**src/rtl/aprmap_pkg.sv**
```systemverilog
package aprmap_pkg;
  localparam int ENTRY_W   = 4;
  localparam int NUM_APER  = 16;
  localparam int WORD_W    = 32;
  localparam int MAP_WORDS = 4;
  localparam int MAP_W     = MAP_WORDS * WORD_W;
  localparam int PER_WORD  = WORD_W / ENTRY_W;

  typedef enum logic [1:0] {
    W_SEL_LO = 2'd0,
    W_SEL_HI = 2'd1,
    W_OFS_LO = 2'd2,
    W_OFS_HI = 2'd3
  } map_word_e;

  typedef struct packed {
    logic [ENTRY_W-1:0] slave;
    logic [ENTRY_W-1:0] window;
  } aper_entry_t;
endpackage

```
**src/rtl/aprmap_shadow.sv**
```systemverilog
module aprmap_shadow
  import aprmap_pkg::*;
(
  input  logic             clk,
  input  logic             rst,
  input  logic             wr_en,
  input  logic [1:0]       wr_word,
  input  logic [WORD_W-1:0] wr_data,
  input  logic             commit,
  output logic [MAP_W-1:0] shd_q,
  output logic [MAP_W-1:0] act_q
);
  logic [WORD_W-1:0] shd [MAP_WORDS];
  logic [WORD_W-1:0] act [MAP_WORDS];

  always_ff @(posedge clk) begin
    if (rst) begin
      for (int w = 0; w < MAP_WORDS; w++) shd[w] <= '0;
    end else if (wr_en) begin
      shd[wr_word] <= wr_data;
    end
  end

  always_ff @(posedge clk) begin
    if (rst) begin
      for (int w = 0; w < MAP_WORDS; w++) act[w] <= '0;
    end else if (commit) begin
      for (int w = 0; w < MAP_WORDS; w++) act[w] <= shd[w];
    end
  end

  genvar g;
  generate
    for (g = 0; g < MAP_WORDS; g++) begin : g_flat
      assign shd_q[g*WORD_W +: WORD_W] = shd[g];
      assign act_q[g*WORD_W +: WORD_W] = act[g];
    end
  endgenerate
endmodule

```
**src/rtl/aprmap_lane.sv**
```systemverilog
module aprmap_lane
  import aprmap_pkg::*;
#(
  parameter int ADDR_W = 32
) (
  input  logic              clk,
  input  logic              rst,
  input  logic [MAP_W-1:0]  act_map,
  input  logic              in_valid,
  input  logic [ADDR_W-1:0] in_addr,
  output logic              o_valid,
  output logic [ENTRY_W-1:0] o_slave,
  output logic [ADDR_W-1:0] o_addr,
  output logic              o_noslv
);
  localparam int LOW_W   = ADDR_W - ENTRY_W;
  localparam int TABLE_W = NUM_APER * ENTRY_W;

  logic [TABLE_W-1:0] sel_tbl, ofs_tbl;
  logic [ENTRY_W-1:0] idx;
  aper_entry_t        ent;

  assign sel_tbl = act_map[0 +: TABLE_W];
  assign ofs_tbl = act_map[TABLE_W +: TABLE_W];
  assign idx     = in_addr[ADDR_W-1 -: ENTRY_W];

  always_comb begin
    ent.slave  = sel_tbl[idx*ENTRY_W +: ENTRY_W];
    ent.window = ofs_tbl[idx*ENTRY_W +: ENTRY_W];
  end

  always_ff @(posedge clk) begin
    if (rst) begin
      o_valid <= 1'b0;
      o_slave <= '0;
      o_addr  <= '0;
      o_noslv <= 1'b1;
    end else begin
      o_valid <= in_valid;
      if (in_valid) begin
        o_slave <= ent.slave;
        o_addr  <= {ent.window, in_addr[LOW_W-1:0]};
        o_noslv <= (ent.slave == '0);
      end
    end
  end
endmodule

```
**src/rtl/aprmap_top.sv**
```systemverilog
module aprmap_top
  import aprmap_pkg::*;
#(
  parameter int NUM_MST = 10,
  parameter int ADDR_W  = 32,
  parameter int GRP_W   = 4,
  parameter int REG_AW  = 9
) (
  input  logic                       clk,
  input  logic                       rst,
  input  logic                       reg_we,
  input  logic [REG_AW-1:0]          reg_addr,
  input  logic [WORD_W-1:0]          reg_wdata,
  output logic [WORD_W-1:0]          reg_rdata,
  input  logic [NUM_MST-1:0]         tr_valid,
  input  logic [NUM_MST*ADDR_W-1:0]  tr_addr,
  output logic [NUM_MST-1:0]         out_valid,
  output logic [NUM_MST*ENTRY_W-1:0] out_slave,
  output logic [NUM_MST*ADDR_W-1:0]  out_addr,
  output logic [NUM_MST-1:0]         out_noslv
);
  localparam int GRP_LSB = 4;
  localparam int UPD_BIT = GRP_LSB + GRP_W;
  localparam logic [REG_AW-1:0] UPD_OFS = REG_AW'(1) << UPD_BIT;

  logic [GRP_W-1:0]       grp;
  logic [1:0]             word;
  logic                   in_map, is_upd;
  logic [NUM_MST-1:0]     commit;
  logic [NUM_MST*MAP_W-1:0] shd_all, act_all;

  assign grp    = reg_addr[GRP_LSB +: GRP_W];
  assign word   = reg_addr[3:2];
  assign in_map = (reg_addr[REG_AW-1:UPD_BIT] == '0) && (reg_addr[1:0] == 2'b00)
                  && (int'(grp) < NUM_MST);
  assign is_upd = (reg_addr == UPD_OFS);
  assign commit = (reg_we && is_upd) ? reg_wdata[NUM_MST-1:0] : '0;

  genvar m;
  generate
    for (m = 0; m < NUM_MST; m++) begin : g_mst
      logic wr_hit;
      assign wr_hit = reg_we && in_map && (int'(grp) == m);

      aprmap_shadow u_shadow (
        .clk     (clk),
        .rst     (rst),
        .wr_en   (wr_hit),
        .wr_word (word),
        .wr_data (reg_wdata),
        .commit  (commit[m]),
        .shd_q   (shd_all[m*MAP_W +: MAP_W]),
        .act_q   (act_all[m*MAP_W +: MAP_W])
      );

      aprmap_lane #(.ADDR_W(ADDR_W)) u_lane (
        .clk      (clk),
        .rst      (rst),
        .act_map  (act_all[m*MAP_W +: MAP_W]),
        .in_valid (tr_valid[m]),
        .in_addr  (tr_addr[m*ADDR_W +: ADDR_W]),
        .o_valid  (out_valid[m]),
        .o_slave  (out_slave[m*ENTRY_W +: ENTRY_W]),
        .o_addr   (out_addr[m*ADDR_W +: ADDR_W]),
        .o_noslv  (out_noslv[m])
      );
    end
  endgenerate

  always_ff @(posedge clk) begin
    if (rst) begin
      reg_rdata <= '0;
    end else if (in_map) begin
      reg_rdata <= shd_all[int'(grp)*MAP_W + int'(word)*WORD_W +: WORD_W];
    end else begin
      reg_rdata <= '0;
    end
  end
endmodule

```
**config.mk**
```make
export PLATFORM = sky130hd
export DESIGN_NAME = aprmap_top
export DESIGN_NICKNAME = d
export VERILOG_FILES = /design/src/rtl/aprmap_pkg.sv /design/src/rtl/aprmap_shadow.sv /design/src/rtl/aprmap_lane.sv /design/src/rtl/aprmap_top.sv
export SDC_FILE = /design/constraint.sdc
export NUM_CORES = 2
export LEC_CHECK = 0
export BUFFER_PORTS_ARGS = -buffer_cell sky130_fd_sc_hd__buf_2
export CORE_MARGIN = 2
export CORE_UTILIZATION = 55
export CTS_BUF_LIST = sky130_fd_sc_hd__clkbuf_4 sky130_fd_sc_hd__clkbuf_8
export DETAILED_ROUTE_END_ITERATION = 7
export GPL_TIMING_DRIVEN = 0
export PLACE_DENSITY = 0.78
export SLEW_MARGIN = 20
export SYNTH_ARGS = -nofsm -noshare
export SYNTH_HDL_FRONTEND = slang
export SYNTH_HIERARCHICAL = 1
export SYNTH_SLANG_ARGS = --single-unit
```
**constraint.sdc**
```tcl
create_clock -name clk -period 4.2 [get_ports clk]
set_clock_uncertainty 0.1 [all_clocks]
set_input_delay 0.21 -clock clk [delete_from_list [all_inputs] [get_ports clk]]
set_output_delay 0.21 -clock clk [all_outputs]
set_load 0.01 [all_outputs]
```
==> flow_summary.yaml <==
run_status:
  status: "complete, but fails checks"
  failed_checks: "design-rule violations, negative setup slack"
synthesis:
  syn_inst: 8295
  synth.mux.area_fraction_pct: 14.93
  synth.area.top_cells: "edfxtp_1 (59%), and2_1 (12%), mux4_2 (9.5%)"
  synth_area_um2: 129400
  synth_top_family_by_area: "simple AND/OR/NAND/NOR gates"
  syn-num-nets: 8669
  ys_ff_latch: 2972
  synthFlopType: "edfxtp_1"
  synth-compound-area-share_pct: 1.961
  seq_area_frac_synth_pct: 65.79
  post-synth-top-count-cell: "and2_1"
  synth_cell_type_count: 41
  synth_largest_area_cell: "edfxtp_1"
  yosysWarnings: 6
  synth_top_area_share_pct: 59.41
  synthAdderAreaFrac_pct: 0
  synth_xor_area_share_pct: 0
  synth_enable_flop_cells: 2560
  postSynthAreaPerCell_um2: 15.60
  synthSimpleGateAreaFrac_pct: 15.02
  ys_top_cells_by_count: "and2_1 (2572), edfxtp_1 (2560), mux4_2 (546), mux2i_1 (518), dfxtp_1 (412)"
  async_flop_share_pct: 0
routing:
  drtIter0Drc: 13419
  routedWlPerCell_um: 32.43
  dr.pass1.iters: 8
  vias: 88923
  drc: 2
  ant_nets: 0
  vias_per_cell: 6.189
  drt_wl_total_mm: 465.9
cts:
  clockBufferDepth: 4
  path_clk_slew_ps: 80
  htree_levels: 5
  clock_latency_ps: 1190
  clock_sinks: 2972
  root_buffer: "clkbuf_8"
  numCtsBuffers: 475
  cts_tree: "yes"
sta:
  max_freq_mhz: 225.6
  slew_headroom_pct: 22.65
  period_share_pct: 105.5
  tns_ps: -4262
  holdWs_ps: 36.39
  setup_ws_ps: -231.9
  setup_violations: 85
  tightest_slew_ps: 1151
  slew_viol_final: 0
  grt_setup_unrepaired: "true"
  period_needed_ps: 4432
  hold_violations: 0
pwr:
  power.total_mw: 65.74
  leakage_nw: 62.71
  combPwrFrac_pct: 9.6
  power.internal_mw: 49.63
  switchingPower_mw: 16.10
  clkPwrFrac_pct: 38.9
  vdd_drop_max_v: 0.0003101
  p_per_area_nw_per_um2: 409.6
  p_seq_share_pct: 51.6
  switching_share_pct: 24.50
placement:
  post_dp_cell_area_um2: 138700
  portBuffers: 763
  dpl.hpwl_mm: 304.8
  dpl_worst_slack_ps: -759.6
  dp.cells: 12260
  place.gp.congestion: 1.013
critical_path:
  worst-path-max-fanout: 43
  crit_path_start_kind: "primary input"
  cp_data_arrival_time_ps: 5380
  crit_start: "reg_addr[3]"
  required_ps: 5150
  max_stage_delay_ps: 740
  cp_slowest_cell: "a22oi_1"
  r2r.worst_path.cells: 8
  cp_cell_sequence: "dlygate4sd3_1 -> buf_4 -> buf_12 -> buf_16 -> buf_2 -> buf_2 -> buf_2 -> buf_2 -> mux4_2 -> a22oi_1 -> a41oi_1 -> dlygate4sd3_1"
  r2r-start: "g_mst[4].u_shadow/act[0][29]"
  critPathMostFrequentCell: "buf_2"
  worst-setup-path-type: "primary input to flop"
  endpoint_kind: "flop"
global_routing:
  overflow: 0
  grt_usage_pct: 38.51
  grt_max_degree: 63
  antenna_found_initial: 84
  grt_pass1_vias: 88475
  grt_first_pass_wirelength_mm: 640.8
finish:
  area_growth_pct: 24.05
  final_util_pct: 68.44
  drive_gt1_share_pct: 22.28
  layoutNonFillerInstCount: 14368
  nNetsFinal: 11163
  fillers: 14911
  stdcell_area_um2: 160500
die:
  chipWidth_um: 489.0
  io_pins: 786
  floorplan.initialDensity_pct: 55.17
  core_area_um2: 234500
  die_area_um2: 239200
  rows: 178
  die_h_um: 489.0
worst_hold_path:
  min_from: "reg_addr[7]"
  hp-class: "primary input to flop"
  hold_path_depth: 4
run:
  max_cap_violations: 0
## final timing paths
path,to,slack (ps)
max,reg_rdata[26],-230
min,reg_rdata[24],40
max reg2reg,g_mst[4].u_lane/o_noslv,150
min reg2reg,g_mst[9].u_lane/o_noslv,380
## cells by family (layout without fill, tap and decap cells)
kind of cell,after synthesis,after routing
flip-flops,2972,2972
multiplexers,1134,1134
AND/OR/NAND/NOR,3254,3257
AO/OA/AOI/OAI,347,347
other,0,57
buffers and inverters,588,3451
## cells in the final DEF, fill, tap and decap left out, drive strengths merged, types with 20 or more instances in the layout
master and n:
buf 1004, clkbuf 1083, a22oi 190, inv 26, diode 57, nor2 402
mux4 616, a21oi 42, nand2 73, and2 2572, a31o 20, and4bb 20
dlygate4sd3 1195, a41oi 32, edfxtp 2560, clkinv 124, dfxtp 412, a21o 42
nand3 93, mux2i 518, nor2b 36
## power by group through the flow
stage / Sequential [mW] / Clock (mW) / Combinational (mW)
floorplan: 34.2 / 0 / 2.35
global placement: 34.4 / 0 / 4.67
detailed placement: 34.4 / 0 / 4.90
CTS: 33.8 / 25.4 / 5.90
global route: 33.9 / 26.8 / 6.38
finish: 33.9 / 25.6 / 6.29
## sequential cells by signal, summed over array words and instances, names as in the netlist
| register | cells |
|---|---|
| g_mst.u_lane/o_slave | 40 |
| g_mst.u_lane/o_valid | 10 |
| g_mst.u_shadow/act | 1280 |
| g_mst.u_lane/o_noslv | 10 |
| reg_rdata | 32 |
| g_mst.u_shadow/shd | 1280 |
| g_mst.u_lane/o_addr | 320 |
## what timing repair did
item	in CTS	in global routing
gates resized for setup	0	4
buffers inserted	0	0
setup endpoints to repair	0	85
endpoints found under the hold margin	2057	0
hold buffers	1197	0
## critical path: cells and delay by family
| kind | cells | cell delay, ps |
|---|---|---|
| AOI/OAI and AO/OA | 2 | 950 |
| buffers and inverters | 9 | 3630 |
| muxes | 1 | 460 |
## routing by layer
| layer | track usage [%] | up-vias | part of all wire [%] |
|---|---|---|---|
| met5 | 0.04026 | - | 0.060 |
| met4 | 27.80 | 32 | 8.6 |
| met3 | 10.75 | 1758 | 14 |
| met2 | 59.26 | 7405 | 45 |
| met1 | 46.96 | 43959 | 33 |
| li1 | - | 35769 | - |
## area by class of cell
class                   instances  area [um2]  share of cell area [%]
diodes                         57       142.6                 0.08887
plain buffers                 568        2905                   1.810
clock buffers                 700        8539                   5.320
clock inverters               149        1066                  0.6642
inverters                      20       75.07                 0.04677
multi-input cells            4738       41530                   25.87
flip-flops and latches       2972       85120                   53.03
well taps                    3150        3941                   2.456
repair buffers               2014       17190                   10.71
(Power assumes the default switching activity.)
